--- src/rtl/vic_pkg.sv ---
package vic_pkg;
  localparam int DATA_W = 16;
  localparam int ADDR_W = 2;
  localparam int IRQ_N  = 8;
  localparam int IDX_W  = $clog2(IRQ_N);
  localparam int SEL_W  = 3;
  localparam int DEV_N  = 3;

  localparam logic [DATA_W-1:0] IMPL_MASK = 16'h3FFB;
  localparam logic [DATA_W-1:0] VEC_BASE  = 16'hFFF8;
  localparam logic [SEL_W-1:0]  FIQ_NONE  = 3'd7;

  typedef enum logic [ADDR_W-1:0] {
    REG_EN   = 2'd0,
    REG_STAT = 2'd1,
    REG_WAKE = 2'd2,
    REG_FIQ  = 2'd3
  } regSel_e;

  typedef struct packed {
    logic    wrEn;
    logic    wrClr;
    logic    wrWake;
    logic    wrFiq;
    regSel_e rdSel;
  } strobe_t;

  // IRQ line that a source bit feeds; -1 for an unused position
  function automatic int lineOf(input int b);
    case (b)
      13, 8:       return 3;
      12, 9:       return 5;
      11, 10:      return 2;
      6, 5, 4:     return 6;
      7, 3, 1, 0:  return 7;
      default:     return -1;
    endcase
  endfunction

  function automatic logic [DATA_W-1:0] lineMask(input int l);
    logic [DATA_W-1:0] m;
    m = '0;
    for (int b = 0; b < DATA_W; b++)
      if (IMPL_MASK[b] && lineOf(b) == l) m[b] = 1'b1;
    return m;
  endfunction

  // IRQ line driven by each device request input
  function automatic int devLine(input int d);
    case (d)
      0:       return 0;
      1:       return 1;
      default: return 4;
    endcase
  endfunction

  function automatic logic [DATA_W-1:0] fiqMask(input logic [SEL_W-1:0] sel);
    case (sel)
      3'd2:    return 16'h0800;
      3'd3:    return 16'h0400;
      3'd4:    return 16'h0100;
      3'd5:    return 16'h1200;
      3'd6:    return 16'h2000;
      default: return '0;
    endcase
  endfunction
endpackage

--- src/rtl/vic_ctrl.sv ---
module vic_ctrl
  import vic_pkg::*;
(
  input  logic [ADDR_W-1:0] regAddr,
  input  logic              regWr,
  output strobe_t           strb
);
  regSel_e sel;

  assign sel = regSel_e'(regAddr);

  always_comb begin
    strb        = '0;
    strb.rdSel  = sel;
    strb.wrEn   = regWr && (sel == REG_EN);
    strb.wrClr  = regWr && (sel == REG_STAT);
    strb.wrWake = regWr && (sel == REG_WAKE);
    strb.wrFiq  = regWr && (sel == REG_FIQ);
  end
endmodule

--- src/rtl/vic_regs.sv ---
module vic_regs
  import vic_pkg::*;
(
  input  logic              clk,
  input  logic              rstN,
  input  strobe_t           strb,
  input  logic [DATA_W-1:0] wrData,
  input  logic [DATA_W-1:0] srcEvt,
  output logic [DATA_W-1:0] enableQ,
  output logic [DATA_W-1:0] statusQ,
  output logic [DATA_W-1:0] wakeQ,
  output logic [SEL_W-1:0]  fiqSelQ,
  output logic [DATA_W-1:0] rdData
);
  logic [DATA_W-1:0] clrBits;
  logic [DATA_W-1:0] statusD;

  assign clrBits = strb.wrClr ? wrData : '0;
  // a same-cycle event is OR-ed in after the clear, so it wins
  assign statusD = ((statusQ & ~clrBits) | srcEvt) & IMPL_MASK;

  always_ff @(posedge clk) begin
    if (!rstN) begin
      enableQ <= '0;
      statusQ <= '0;
      wakeQ   <= '0;
      fiqSelQ <= FIQ_NONE;
    end else begin
      statusQ <= statusD;
      if (strb.wrEn)   enableQ <= wrData & IMPL_MASK;
      if (strb.wrWake) wakeQ   <= wrData & IMPL_MASK;
      if (strb.wrFiq)  fiqSelQ <= wrData[SEL_W-1:0];
    end
  end

  always_comb begin
    case (strb.rdSel)
      REG_EN:   rdData = enableQ;
      REG_STAT: rdData = statusQ;
      REG_WAKE: rdData = wakeQ;
      default:  rdData = {{(DATA_W-SEL_W){1'b0}}, fiqSelQ};
    endcase
  end


  src_latch_chk: assert property (@(posedge clk) disable iff (!rstN)
    ((srcEvt & IMPL_MASK) != '0) |=>
      ((statusQ & $past(srcEvt & IMPL_MASK)) == $past(srcEvt & IMPL_MASK)));


  clr_effect_chk: assert property (@(posedge clk) disable iff (!rstN)
    strb.wrClr |=> ((statusQ & $past(wrData & ~srcEvt)) == '0));


  status_hold_chk: assert property (@(posedge clk) disable iff (!rstN)
    !strb.wrClr |=> ((statusQ & $past(statusQ)) == $past(statusQ)));


  unused_zero_chk: assert property (@(posedge clk) disable iff (!rstN)
    ((statusQ | enableQ | wakeQ) & ~IMPL_MASK) == '0);
endmodule

--- src/rtl/vic_route.sv ---
module vic_route
  import vic_pkg::*;
(
  input  logic              clk,
  input  logic              rstN,
  input  logic [DATA_W-1:0] enableQ,
  input  logic [DATA_W-1:0] statusQ,
  input  logic [DATA_W-1:0] wakeQ,
  input  logic [SEL_W-1:0]  fiqSelQ,
  input  logic [DEV_N-1:0]  devIrq,
  output logic [IRQ_N-1:0]  irqOut,
  output logic              vecValid,
  output logic [DATA_W-1:0] vecAddr,
  output logic              fiqOut,
  output logic              wakeOut
);
  logic [DATA_W-1:0] liveSrc;
  logic [DATA_W-1:0] routedMask;
  logic [DATA_W-1:0] irqSrc;
  logic [DEV_N-1:0]  devRouted;
  logic [IRQ_N-1:0]  devLines;
  logic [IDX_W-1:0]  topIdx;

  assign liveSrc    = statusQ & enableQ;
  assign routedMask = fiqMask(fiqSelQ);
  assign irqSrc     = liveSrc & ~routedMask;

  always_comb begin
    devRouted = '0;
    for (int d = 0; d < DEV_N; d++)
      devRouted[d] = (d < 2) && (fiqSelQ == SEL_W'(d));
  end

  always_comb begin
    devLines = '0;
    for (int d = 0; d < DEV_N; d++)
      devLines[devLine(d)] = devLines[devLine(d)] | (devIrq[d] & ~devRouted[d]);
  end

  for (genvar l = 0; l < IRQ_N; l++) begin : g_line
    localparam logic [DATA_W-1:0] LMASK = lineMask(l);
    assign irqOut[l] = (|(irqSrc & LMASK)) | devLines[l];
  end

  assign fiqOut  = (|(liveSrc & routedMask)) | (|(devIrq & devRouted));
  assign wakeOut = |(statusQ & wakeQ);

  // lowest line number has priority
  always_comb begin
    topIdx = '0;
    for (int i = IRQ_N - 1; i >= 0; i--)
      if (irqOut[i]) topIdx = IDX_W'(i);
  end

  assign vecValid = |irqOut;
  assign vecAddr  = vecValid ? (VEC_BASE + DATA_W'(topIdx)) : '0;


  vec_lowest_chk: assert property (@(posedge clk) disable iff (!rstN)
    vecValid |-> (irqOut[vecAddr[IDX_W-1:0]] &&
      ((irqOut & ((IRQ_N'(1) << vecAddr[IDX_W-1:0]) - IRQ_N'(1))) == '0)));


  vec_idle_chk: assert property (@(posedge clk) disable iff (!rstN)
    (irqOut == '0) |-> (!vecValid && vecAddr == '0));


  fiq_none_chk: assert property (@(posedge clk) disable iff (!rstN)
    (fiqSelQ == FIQ_NONE) |-> !fiqOut);


  ppu_routed_chk: assert property (@(posedge clk) disable iff (!rstN)
    (fiqSelQ == '0) |-> !irqOut[0]);


  line_needs_enable_chk: assert property (@(posedge clk) disable iff (!rstN)
    ((irqOut & 8'hEC) != '0) |-> (liveSrc != '0));
endmodule

--- src/rtl/vic_top.sv ---
module vic_top
  import vic_pkg::*;
(
  input  logic              clk,
  input  logic              rstN,
  input  logic [ADDR_W-1:0] regAddr,
  input  logic              regWr,
  input  logic [DATA_W-1:0] regWrData,
  output logic [DATA_W-1:0] regRdData,
  input  logic [DATA_W-1:0] srcEvt,
  input  logic [DEV_N-1:0]  devIrq,
  output logic [IRQ_N-1:0]  irqOut,
  output logic              vecValid,
  output logic [DATA_W-1:0] vecAddr,
  output logic              fiqOut,
  output logic              wakeOut
);
  strobe_t           strb;
  logic [DATA_W-1:0] enableQ;
  logic [DATA_W-1:0] statusQ;
  logic [DATA_W-1:0] wakeQ;
  logic [SEL_W-1:0]  fiqSelQ;

  vic_ctrl ctrl_i (
    .regAddr (regAddr),
    .regWr   (regWr),
    .strb    (strb)
  );

  vic_regs regs_i (
    .clk     (clk),
    .rstN    (rstN),
    .strb    (strb),
    .wrData  (regWrData),
    .srcEvt  (srcEvt),
    .enableQ (enableQ),
    .statusQ (statusQ),
    .wakeQ   (wakeQ),
    .fiqSelQ (fiqSelQ),
    .rdData  (regRdData)
  );

  vic_route route_i (
    .clk      (clk),
    .rstN     (rstN),
    .enableQ  (enableQ),
    .statusQ  (statusQ),
    .wakeQ    (wakeQ),
    .fiqSelQ  (fiqSelQ),
    .devIrq   (devIrq),
    .irqOut   (irqOut),
    .vecValid (vecValid),
    .vecAddr  (vecAddr),
    .fiqOut   (fiqOut),
    .wakeOut  (wakeOut)
  );
endmodule

--- config.mk ---
export PLATFORM = sky130hd
export DESIGN_NAME = vic_top
export DESIGN_NICKNAME = d
export VERILOG_FILES = /design/src/rtl/vic_pkg.sv /design/src/rtl/vic_ctrl.sv /design/src/rtl/vic_regs.sv /design/src/rtl/vic_route.sv /design/src/rtl/vic_top.sv
export SDC_FILE = /design/constraint.sdc
export NUM_CORES = 1
export LEC_CHECK = 0
export BUFFER_PORTS_ARGS = -buffer_cell sky130_fd_sc_hd__buf_2
export CAP_MARGIN = 20
export CORE_MARGIN = 2
export CORE_UTILIZATION = 25
export CTS_CLUSTER_SIZE = 12
export DETAILED_ROUTE_END_ITERATION = 12
export PLACE_DENSITY = 0.55
export REMOVE_ABC_BUFFERS = 1
export SLEW_MARGIN = 15
export SYNTH_ARGS = -nofsm -noshare
export SYNTH_HDL_FRONTEND = slang
export SYNTH_SLANG_ARGS = --single-unit
--- constraint.sdc ---
create_clock -name clk -period 2.8 [get_ports clk]
set_input_delay 0.7 -clock clk [delete_from_list [all_inputs] [get_ports clk]]
set_output_delay 0.7 -clock clk [all_outputs]
set_load 0.005 [all_outputs]
==> metrics.yaml, run 1 <==
clock_network:
  clock_latency_ns: 0.29
  hold_buffers: 0
  clkTransAtPathRegs_ns: 0.07
  root_buffer: "clkbuf_8"
  cts_sinks: 42
  htreeDepth: 2
  cts_tree: "yes"
  cts_buffers: 5
  cts_buffer_depth: 2
floorplan:
  core-area_mm2: 0.00915
  dieArea_mm2: 0.0102
  die_x_um: 101
  dieHeight_um: 101
  ios: 83
  row_count: 35
  initial_core_util_pct: 25.6
placed_design:
  dp_hpwl_um: 5000
  numPortBuffers: 75
  placed_cells: 458
  place_congestion: 0.779
critical_path:
  endpoint_kind: "output pin"
  timing.rr.end: "regs_i.fiqSelQ[0]$_SDFFE_PN1P_"
  reg2reg_slack_ns: 2.00
  r2r-start: "regs_i.fiqSelQ[0]$_SDFFE_PN1P_"
  rr_worst_depth: 2
  crit_start: "regs_i.statusQ[6]$_SDFF_PN0_"
  startpoint_type: "register"
  worstPathArrival_ns: 1.97
  cp.required_ns: 2.10
  path_max_fanout: 14
  path_class: "register to output pin"
logic_synthesis:
  yosysSeqAreaShare_pct: 35.9
  synth_top_flop_cell: "dfxtp_1"
  synth_cell_type_count: 37
  ys_warn_count: 0
  synth-edff-count: 0
  ys_seq_elements: 42
  synth_area_mm2: 0.00234
  synthCells: 296
  async_flop_share_pct: 0
  syn_avg_cell_area_um2: 7.92
final_layout:
  drive_above_1_share_pct: 28.7
  num_antenna_cells: 0
  final_cells: 466
  area_growth_syn_to_layout_pct: 20.2
  final_nets: 394
global_routing:
  grt_use_met2_pct: 22.4
  first_global_vias: 2102
  grt_max_degree: 43
  grt-ovfl-total: 0
  met1_usage_pct: 18.4
  busiest_layer: "met2"
  use_met3_pct: 2.57
  grt_usage_pct: 13.6
  grt_pass1_wl_um: 10900
  antenna_found_initial: 0
timing:
  finalCritPeriodShare_pct: 95.3
  setup_viol: 0
  max_slew_margin_pct: 56.1
  tightest_slew_ns: 0.659
  max_freq_mhz: 375
  fin_crit_ns: 2.67
  drv_slew: 0
  fin_skew_ns: 0
  rsz0062_at_grt: "yes"
  hold_viol_final: 0
drt:
  drtIter0Drc: 172
  vias: 2227
  drc: 0
  routed_wl_um: 6800
  wire_per_inst_um: 14.6
  vias_per_cell: 4.78
  first_pass_iters: 5
  detail-route-antenna-nets: 0
power:
  p_switching_uw: 345
  clockPowerShare_pct: 32.2
  switching_share_pct: 27.3
  peakVddDrop_mv: 0.202
  internal_power_uw: 921
  p_seq_share_pct: 52.0
  comb_power_share_pct: 15.9
  p_leak_nw: 1.19
  p_per_area_mw_per_mm2: 449
  finalPower_mw: 1.27
worst_hold_path:
  hold_depth: 2
  worstHoldEndpoint: "regs_i.enableQ[6]$_SDFFE_PN0P_"
  min_path_type: "register to register"
  min-delay-start: "regs_i.enableQ[6]$_SDFFE_PN0P_"
status:
  outcome: "complete, no violations"
job:
  cap_violations: 0
sequential cells by signal (all words and copies together) (netlist names):
| signal | cells |
|---|---|
| regs_i.wakeQ | 13 |
| regs_i.fiqSelQ | 3 |
| regs_i.statusQ | 13 |
| regs_i.enableQ | 13 |
area by class of cell:
class | instances | area [um2]
tap | 111 | 139
timing repair buffer | 83 | 439
fill | 993 | 6330
sequential | 42 | 845
inverter | 6 | 22.5
clock inverter | 1 | 5.00
clock buffer | 7 | 86.3
multi-input combinational | 216 | 1280
timing repair:
action | 4_1_cts | 5_1_grt
endpoints found under the setup margin | 0 | 14
gates resized for setup | 0 | 4
buffers inserted | 0 | 0
power by group through the flow:
stage | clock network [mW] | logic [mW] | registers (mW)
final | 0.407 | 0.201 | 0.658
after global routing | 0.443 | 0.226 | 0.663
after CTS | 0.421 | 0.203 | 0.657
after detailed placement | 0 | 0.202 | 0.671
after global placement | 0 | 0.200 | 0.670
after floorplan | 0 | 0.0953 | 0.659
kinds of logic after synthesis:
group,after synthesis,synth area share (%)
AOI/OAI and AO/OA,76,21.5
buffers and inverters,39,9.60
DFF,42,35.9
muxes,17,8.86
other,1,0.160
and+or+nand+nor,121,24.0
worst max-delay path by stage:
stage	slack [ns]	endpoint	cells after the start
2_1_floorplan	0.30	vecAddr[10]	3
3_3_place_gp	0.33	regRdData[8]	6
3_5_place_dp	0.31	regRdData[8]	6
4_1_cts	0.10	vecAddr[6]	7
5_1_grt	-0.02	vecAddr[10]	7
6_report	0.13	vecAddr[13]	7
critical path: stages, from the launching register on:
cell      delay [ns]
dfxtp_2         0.35
a222oi_1        0.43
buf_4           0.21
inv_2           0.05
nor4_4          0.22
nand4b_1        0.14
buf_6           0.16
buf_2           0.12
synthesized netlist by cell type (all sizes together) (3+ instances only):
library cell / instances / area [um2]
o21ai: 15 / 75.1
a22oi: 6 / 45.0
nor2b: 15 / 93.8
mux2i: 14 / 140
inv: 6 / 22.5
buf: 27 / 180
clkbuf: 6 / 22.5
nor2: 3 / 11.3
mux4: 3 / 67.6
a21oi: 16 / 80.1
nand3: 5 / 25.0
nand2: 86 / 323
dfxtp: 42 / 841
a21boi: 28 / 210
cell usage in the layout, fill, tap and decap left out, drive strengths merged, types with 5 or more instances in the layout:
cell / instances
clkbuf: 7
inv: 6
nand3: 5
nor2b: 15
a21boi: 28
nand2: 86
a21oi: 16
o21ai: 15
a22oi: 6
dfxtp: 42
mux2i: 14
buf: 83
metal layers:
layer / vias to the layer above / part of all wire [%] / wire length [um]
li1: 1112 / - / -
met1: 1019 / 46 / 3110
met2: 90 / 47 / 3210
met3: 6 / 6.3 / 425
met4: 0 / 0.90 / 61
met5: - / 0 / 0
through the flow:
| step | area [um2] | util (%) | setup WS [ns] | setup TNS, ns | hold WS [ns] |
|---|---|---|---|---|---|
| floorplan | 2150 | - | 0.300 | 0 | 0.447 |
| global placement | 2720 | 29.7 | 0.329 | 0 | 0.468 |
| detailed placement | 2720 | 29.7 | 0.313 | 0 | 0.475 |
| CTS | 2810 | 30.7 | 0.101 | 0 | 0.487 |
| global route | 2820 | 30.8 | -0.0183 | -0.193 | 0.505 |
| finish | 2820 | 30.8 | 0.132 | 0 | 0.481 |
(Power assumes the default switching activity.)
==> run 2: changes to the inputs <==
--- a/config.mk
+++ b/config.mk
@@ -8,10 +8,12 @@
 export BUFFER_PORTS_ARGS = -buffer_cell sky130_fd_sc_hd__buf_2
 export CAP_MARGIN = 20
 export CORE_MARGIN = 2
-export CORE_UTILIZATION = 25
+export CORE_UTILIZATION = 50
 export CTS_CLUSTER_SIZE = 12
 export DETAILED_ROUTE_END_ITERATION = 12
-export PLACE_DENSITY = 0.55
+export GPL_TIMING_DRIVEN = 0
+export MAX_ROUTING_LAYER = met4
+export PLACE_DENSITY = 0.89
 export REMOVE_ABC_BUFFERS = 1
 export SLEW_MARGIN = 15
 export SYNTH_ARGS = -nofsm -noshare
==> metrics.yaml, run 2 (synthesis gave the netlist of run 1 again) <==
global_routing:
  grt_usage_pct: 24.3  # +11 points
  antenna_found_initial: 0  # unchanged
  grt_pass1_wl_um: 9650  # -11%
  grt_max_degree: 43  # unchanged
  grt-ovfl-total: 0  # unchanged
  first_global_vias: 2069  # -1.6%
power:
  clockPowerShare_pct: 35.5  # +3.3 points
  peakVddDrop_mv: 0.258  # +28%
  comb_power_share_pct: 14.6  # -1.3 points
  p_seq_share_pct: 49.9  # -2.1 points
  switching_share_pct: 25.4  # -1.9 points
  p_leak_nw: 1.16  # -2.5%
  p_per_area_mw_per_mm2: 485  # +7.9%
  internal_power_uw: 983  # +6.8%
  p_switching_uw: 335  # -3.1%
clock_network:
  cts_buffer_depth: 2  # unchanged
  cts_tree: "yes"
  cts_buffers: 5  # unchanged
  clock_latency_ns: 0.29  # about the same
  clkTransAtPathRegs_ns: 0.08  # about the same
  root_buffer: "clkbuf_8"
  htreeDepth: 2  # unchanged
  cts_sinks: 42  # unchanged
drt:
  drc: 0  # unchanged
  dr_wl_met2_um: 2960  # -7.7%
  vias_per_cell: 5.68  # +19%
  vias: 2276  # +2.2%
  routed_wl_um: 6070  # -11%
  wire_per_inst_um: 15.1  # +3.7%
  highest_layer: "met4"
  wl_met1_um: 2550  # -18%
  drtIter0Drc: 251  # +46%
  detail-route-antenna-nets: 0  # unchanged
  first_pass_iters: 4  # -1
  wl_met3_um: 461  # +8.5%
timing:
  hold_viol_final: 0  # unchanged
  setup_viol: 0  # unchanged
  worst_slack_ns: 0.0935  # -0.0386 ns
  max_slew_margin_pct: 37.1  # -19 points
  tightest_slew_ns: 0.940  # +0.281 ns
  finalCritPeriodShare_pct: 96.7  # +1.4 points
  drv_slew: 0  # unchanged
  holdWs_ns: 0.487  # +0.00605 ns
  fin_skew_ns: 0  # unchanged
  max_freq_mhz: 369  # -1.4%
  rsz0062_at_grt: "no"
  fin_crit_ns: 2.71  # +0.0386 ns
status:
  outcome: "complete, no violations"
final_layout:
  final_cells: 401  # -14%
  final_cell_mix: "86 x nand2_1, 75 x buf_2, 40 x dfxtp_1"
  num_antenna_cells: 0  # unchanged
  fillers: 410  # -59%
  fin_area_mm2: 0.00272  # -3.6%
  fin_util_pct: 61.2  # +30 points
  drive_above_1_share_pct: 27.2  # -1.5 points
  area_growth_syn_to_layout_pct: 16.0
  top_regs: "regs_i.enableQ: 13 flops, regs_i.statusQ: 13 flops, regs_i.wakeQ: 13 flops"
  ff_latch_area_um2: 843  # -0.15%
  final_common_cell: "nand2_1"
  final_nets: 388  # -1.5%
  multi_input_area_mm2: 0.00130  # +1.3%
critical_path:
  rr_worst_depth: 2  # unchanged
  startpoint_type: "input pin"
  timing.rr.end: "regs_i.fiqSelQ[0]$_SDFFE_PN1P_"
  path_max_fanout: 19  # +5
  r2r-start: "regs_i.fiqSelQ[0]$_SDFFE_PN1P_"
  cp.required_ns: 2.10  # about the same
  reg2reg_slack_ns: 1.96  # -0.04 ns
  path_class: "input pin to output pin"
  crit_start: "regAddr[1]"
  worstPathArrival_ns: 2.01  # +0.04 ns
  endpoint_kind: "output pin"
floorplan:
  dieHeight_um: 72.5  # -28%
  initial_core_util_pct: 52.8  # +27 points
  ios: 83  # unchanged
  dieArea_mm2: 0.00525  # -48%
  die_x_um: 72.5  # -28%
  core-area_mm2: 0.00444  # -51%
  row_count: 24  # -31%
placed_design:
  numPortBuffers: 75  # unchanged
  dp_hpwl_um: 4260  # -15%
  pre_cts_slack_ns: -0.0669  # -0.380 ns
  place_congestion: 0.864  # +11%
  placed_cells: 391  # -15%
  postPlaceCellArea_mm2: 0.00259  # -4.9%
worst_hold_path:
  worstHoldEndpoint: "regs_i.wakeQ[10]$_SDFFE_PN0P_"
  min-delay-start: "regs_i.wakeQ[10]$_SDFFE_PN0P_"
  hold_depth: 2  # unchanged
  min_path_type: "register to register"
job:
  cap_violations: 0  # unchanged
==> run 2: worst max-delay path, cell delays in order <==
cell     delay (ns)
buf_2          0.32
nor2b_2        0.55
nand2_1        0.11
o21ai_0        0.14
buf_2          0.17
==> run 2: repair_timing <==
item,CTS,global route
resized for setup,1,3
buffers inserted,1,0
gates cloned,0,1
pin swaps,1,1
hold buffers,0,0
endpoints found under the setup margin,25,14
==> run 2: worst max path at each step <==
stage / to / slack (ns) / depth (start not counted)
2_1_floorplan: vecAddr[10] / 0.30 / 3
3_3_place_gp: regRdData[11] / -0.08 / 5
3_5_place_dp: regRdData[11] / -0.07 / 5
4_1_cts: vecAddr[8] / 0.02 / 6
5_1_grt: regRdData[11] / 0.01 / 5
6_report: regRdData[11] / 0.09 / 5
==> run 2: power by group through the flow <==
| stage | clock, mW | combinational [mW] | sequential (mW) |
|---|---|---|---|
| 6_report | 0.467 | 0.193 | 0.658 |
| 5_1_grt | 0.493 | 0.215 | 0.661 |
| 4_1_cts | 0.479 | 0.191 | 0.656 |
| 3_5_place_dp | 0 | 0.189 | 0.670 |
| 3_3_place_gp | 0 | 0.184 | 0.668 |
| 2_1_floorplan | 0 | 0.0953 | 0.659 |
==> run 2: metal layers <==
| layer | GRT usage [%] | up-vias |
|---|---|---|
| met5 | - | - |
| met4 | 8.23 | 0 |
| met3 | 4.86 | 10 |
| met2 | 41.4 | 110 |
| li1 | - | 1104 |
| met1 | 28.7 | 1052 |
==> run 2: area by class of cell <==
class	instances	area share, %
inverter	6	0.828
multi-input combinational	217	47.8
sequential	42	31.0
clock inverter	1	1.10
clock buffer	7	2.81
timing repair buffer	76	14.1
tap	52	2.39
==> run 2: per-stage QoR <==
step	setup TNS [ns]	power, mW
floorplan	0	0.755
global placement	-0.665	0.852
detailed placement	-0.357	0.859
CTS	0	1.33
global route	0	1.37
finish	0	1.32
==> run 3: changes to the inputs <==
--- a/config.mk
+++ b/config.mk
@@ -5,16 +5,16 @@
 export SDC_FILE = /design/constraint.sdc
 export NUM_CORES = 1
 export LEC_CHECK = 0
+export ABC_AREA = 1
 export BUFFER_PORTS_ARGS = -buffer_cell sky130_fd_sc_hd__buf_2
 export CAP_MARGIN = 20
 export CORE_MARGIN = 2
-export CORE_UTILIZATION = 50
+export CORE_UTILIZATION = 49
 export CTS_CLUSTER_SIZE = 12
 export DETAILED_ROUTE_END_ITERATION = 12
 export GPL_TIMING_DRIVEN = 0
 export MAX_ROUTING_LAYER = met4
-export PLACE_DENSITY = 0.89
-export REMOVE_ABC_BUFFERS = 1
+export PLACE_DENSITY = 0.88
 export SLEW_MARGIN = 15
 export SYNTH_ARGS = -nofsm -noshare
 export SYNTH_HDL_FRONTEND = slang
==> metrics.yaml, run 3 <==
floorplan:
  row_count: 24  # unchanged
  ios: 83  # unchanged
  dieHeight_um: 71.6  # -1.2%
  core-area_mm2: 0.00438  # -1.4%
  initial_core_util_pct: 51.1  # -1.6 points
  dieArea_mm2: 0.00513  # -2.3%
  die_x_um: 71.6  # -1.2%
critical_path:
  critical_path.max_stage_delay_ns: 0.45  # -0.10 ns
  path_max_fanout: 10  # -9
  endpoint_kind: "output pin"
  worst-path-stages: 6  # +1
  cp_common_cell: "buf_2"
  cp.required_ns: 2.10  # about the same
  worstPathArrival_ns: 1.93  # -0.08 ns
  path_buf_inv: 3  # +1
  slowest_stage: "clkbuf_1"
  path_class: "input pin to output pin"
  rr_worst_depth: 2  # unchanged
  critical_path.cell_chain: "buf_2, nor2_2, clkbuf_1, a221oi_1, o21ai_0, buf_2"
  startpoint_type: "input pin"
  cpLargestDelayFamily: "buffers and inverters"
timing:
  fin_crit_ns: 2.63  # -0.0735 ns
  max_slew_margin_pct: 60.2  # +23 points
  tightest_slew_ns: 0.597  # -0.343 ns
  rsz0062_at_grt: "no"
  max_freq_mhz: 380  # +2.8%
  fin_skew_ns: 0  # unchanged
  finalCritPeriodShare_pct: 94.0  # -2.6 points
  tns_ns: 0  # unchanged
  worst_slack_ns: 0.167  # +0.0735 ns
  hold_viol_final: 0  # unchanged
  drv_slew: 0  # unchanged
  setup_viol: 0  # unchanged
logic_synthesis:
  synth_area_mm2: 0.00224  # -4.4%
  synth_top_area_cell: "dfxtp_1"
  synth-edff-count: 0  # unchanged
  synth_common_cells: "56 x nand2_1, 42 x dfxtp_1, 40 x nor2_1"
  yosysSeqAreaShare_pct: 37.5  # +1.6 points
  synth_top_flop_cell: "dfxtp_1"
  syn_avg_cell_area_um2: 6.79  # -14%
  yosysMostFrequentCell: "nand2_1"
  synthCells: 330  # +11%
  ys_warn_count: 0  # unchanged
  synth_top_area_share_pct: 37.5  # +1.6 points
  async_flop_share_pct: 0  # unchanged
  ys_seq_elements: 42  # unchanged
  synth_cell_type_count: 28  # -24%
  synth_area_leaders: "dfxtp_1 38%, nand2_1 9.4%, a21oi_1 7.4%"
status:
  outcome: "complete, no violations"
final_layout:
  top_regs: "regs_i.enableQ: 13 flops, regs_i.statusQ: 13 flops, regs_i.wakeQ: 13 flops"
  multi_input_area_mm2: 0.00107  # -18%
  area_growth_syn_to_layout_pct: 24.0
  final_common_cell: "buf_2"
  ff_latch_area_um2: 841  # -0.30%
  final_nets: 453  # +17%
  num_antenna_cells: 0  # unchanged
  final_cell_mix: "77 x buf_2, 56 x nand2_1, 42 x dfxtp_1"
  drive_above_1_share_pct: 27.5  # +0.32 points
  fillers: 396  # -3.4%
power:
  p_leak_nw: 1.31  # +13%
  peakVddDrop_mv: 0.525  # +100%
  p_per_area_mw_per_mm2: 474  # -2.3%
drt:
  routed_wl_um: 6600  # +8.7%
  detail-route-antenna-nets: 0  # unchanged
  drtIter0Drc: 214  # -15%
  first_pass_iters: 5  # +1
  vias: 2573  # +13%
  drc: 0  # unchanged
  vias_per_cell: 5.52  # -2.7%
  wire_per_inst_um: 14.2  # -6.5%
clock_network:
  clkTransAtPathRegs_ns: 0.08  # about the same
  root_buffer: "clkbuf_8"
  cts_tree: "yes"
  cts_buffers: 5  # unchanged
  hold_buffers: 0  # unchanged
  clock_latency_ns: 0.29  # about the same
  htreeDepth: 2  # unchanged
  cts_sinks: 42  # unchanged
  cts_buffer_depth: 2  # unchanged
global_routing:
  antenna_found_initial: 0  # unchanged
  grt_usage_pct: 26.8  # +2.5 points
  grt_pass1_wl_um: 10600  # +9.7%
  first_global_vias: 2367  # +14%
  grt-ovfl-total: 0  # unchanged
  grt_max_degree: 15  # -65%
placed_design:
  pre_cts_slack_ns: 0.152  # +0.219 ns
  place_congestion: 0.920  # +6.5%
  numPortBuffers: 74  # -1.3%
  dp_hpwl_um: 4790  # +12%
worst_hold_path:
  hold_depth: 2  # unchanged
  min_path_type: "register to register"
job:
  cap_violations: 0  # unchanged
[run 3: what timing repair did]
item,in CTS,in global routing
setup buffers,1,0
gates resized for setup,0,0
endpoints found under the setup margin,14,0
[run 3: cells by family after synthesis]
group	share of synthesized area (%)
AO/OA/AOI/OAI	21.0
buffers and inverters	15.0
flip-flops	37.5
other	0.167
AND/OR/NAND/NOR	26.3
[run 3: power breakdown]
| part | internal [mW] | switching [mW] |
|---|---|---|
| sequential | 0.632 | 0.0293 |
| combinational | 0.106 | 0.141 |
| clock | 0.199 | 0.208 |
[run 3: worst reg2reg max path, delay by kind of cell, from the launching register on]
kind,cells,cell delay (ns)
flops,1,0.42
buf+inv,1,0.16
compound gates,1,0.16
[run 3: layout make-up]
class	count	share of cell area [%]
multi-input combinational	221	38.5
sequential	42	30.2
timing repair buffer	75	13.6
buffer	29	6.80
inverter	39	5.27
clock buffer	7	3.11
tap	52	2.34
clock inverter	1	0.180
[run 3: final timing paths]
kind	startpoint	end	slack, ns
min	regs_i.wakeQ[10]$_SDFFE_PN0P_	regs_i.wakeQ[10]$_SDFFE_PN0P_	0.48
min reg2reg	regs_i.wakeQ[10]$_SDFFE_PN0P_	regs_i.wakeQ[10]$_SDFFE_PN0P_	0.48
max reg2reg	regs_i.fiqSelQ[2]$_SDFFE_PN1P_	regs_i.fiqSelQ[2]$_SDFFE_PN1P_	2.00
max	regAddr[0]	regRdData[1]	0.17
[run 3: per-stage QoR]
stage          power [mW]  util (%)  instances  hold WS (ns)  cell area (um2)
2_1_floorplan       0.809         -        331         0.444             2250
3_3_place_gp        0.910      61.2        457         0.455             2680
3_5_place_dp        0.917      61.2        457         0.464             2680
4_1_cts              1.31      63.4        466         0.475             2780
5_1_grt              1.37      63.4        466         0.504             2780
6_report             1.32      63.4        466         0.475             2780
[run 3: layer usage]
metal	routed length, um	track usage (%)	vias to the layer above
met5	0	-	-
met3	592	3.38	17
met1	2710	32.5	1180
met2	3180	44.7	133
met4	117	11.3	0
li1	-	-	1243
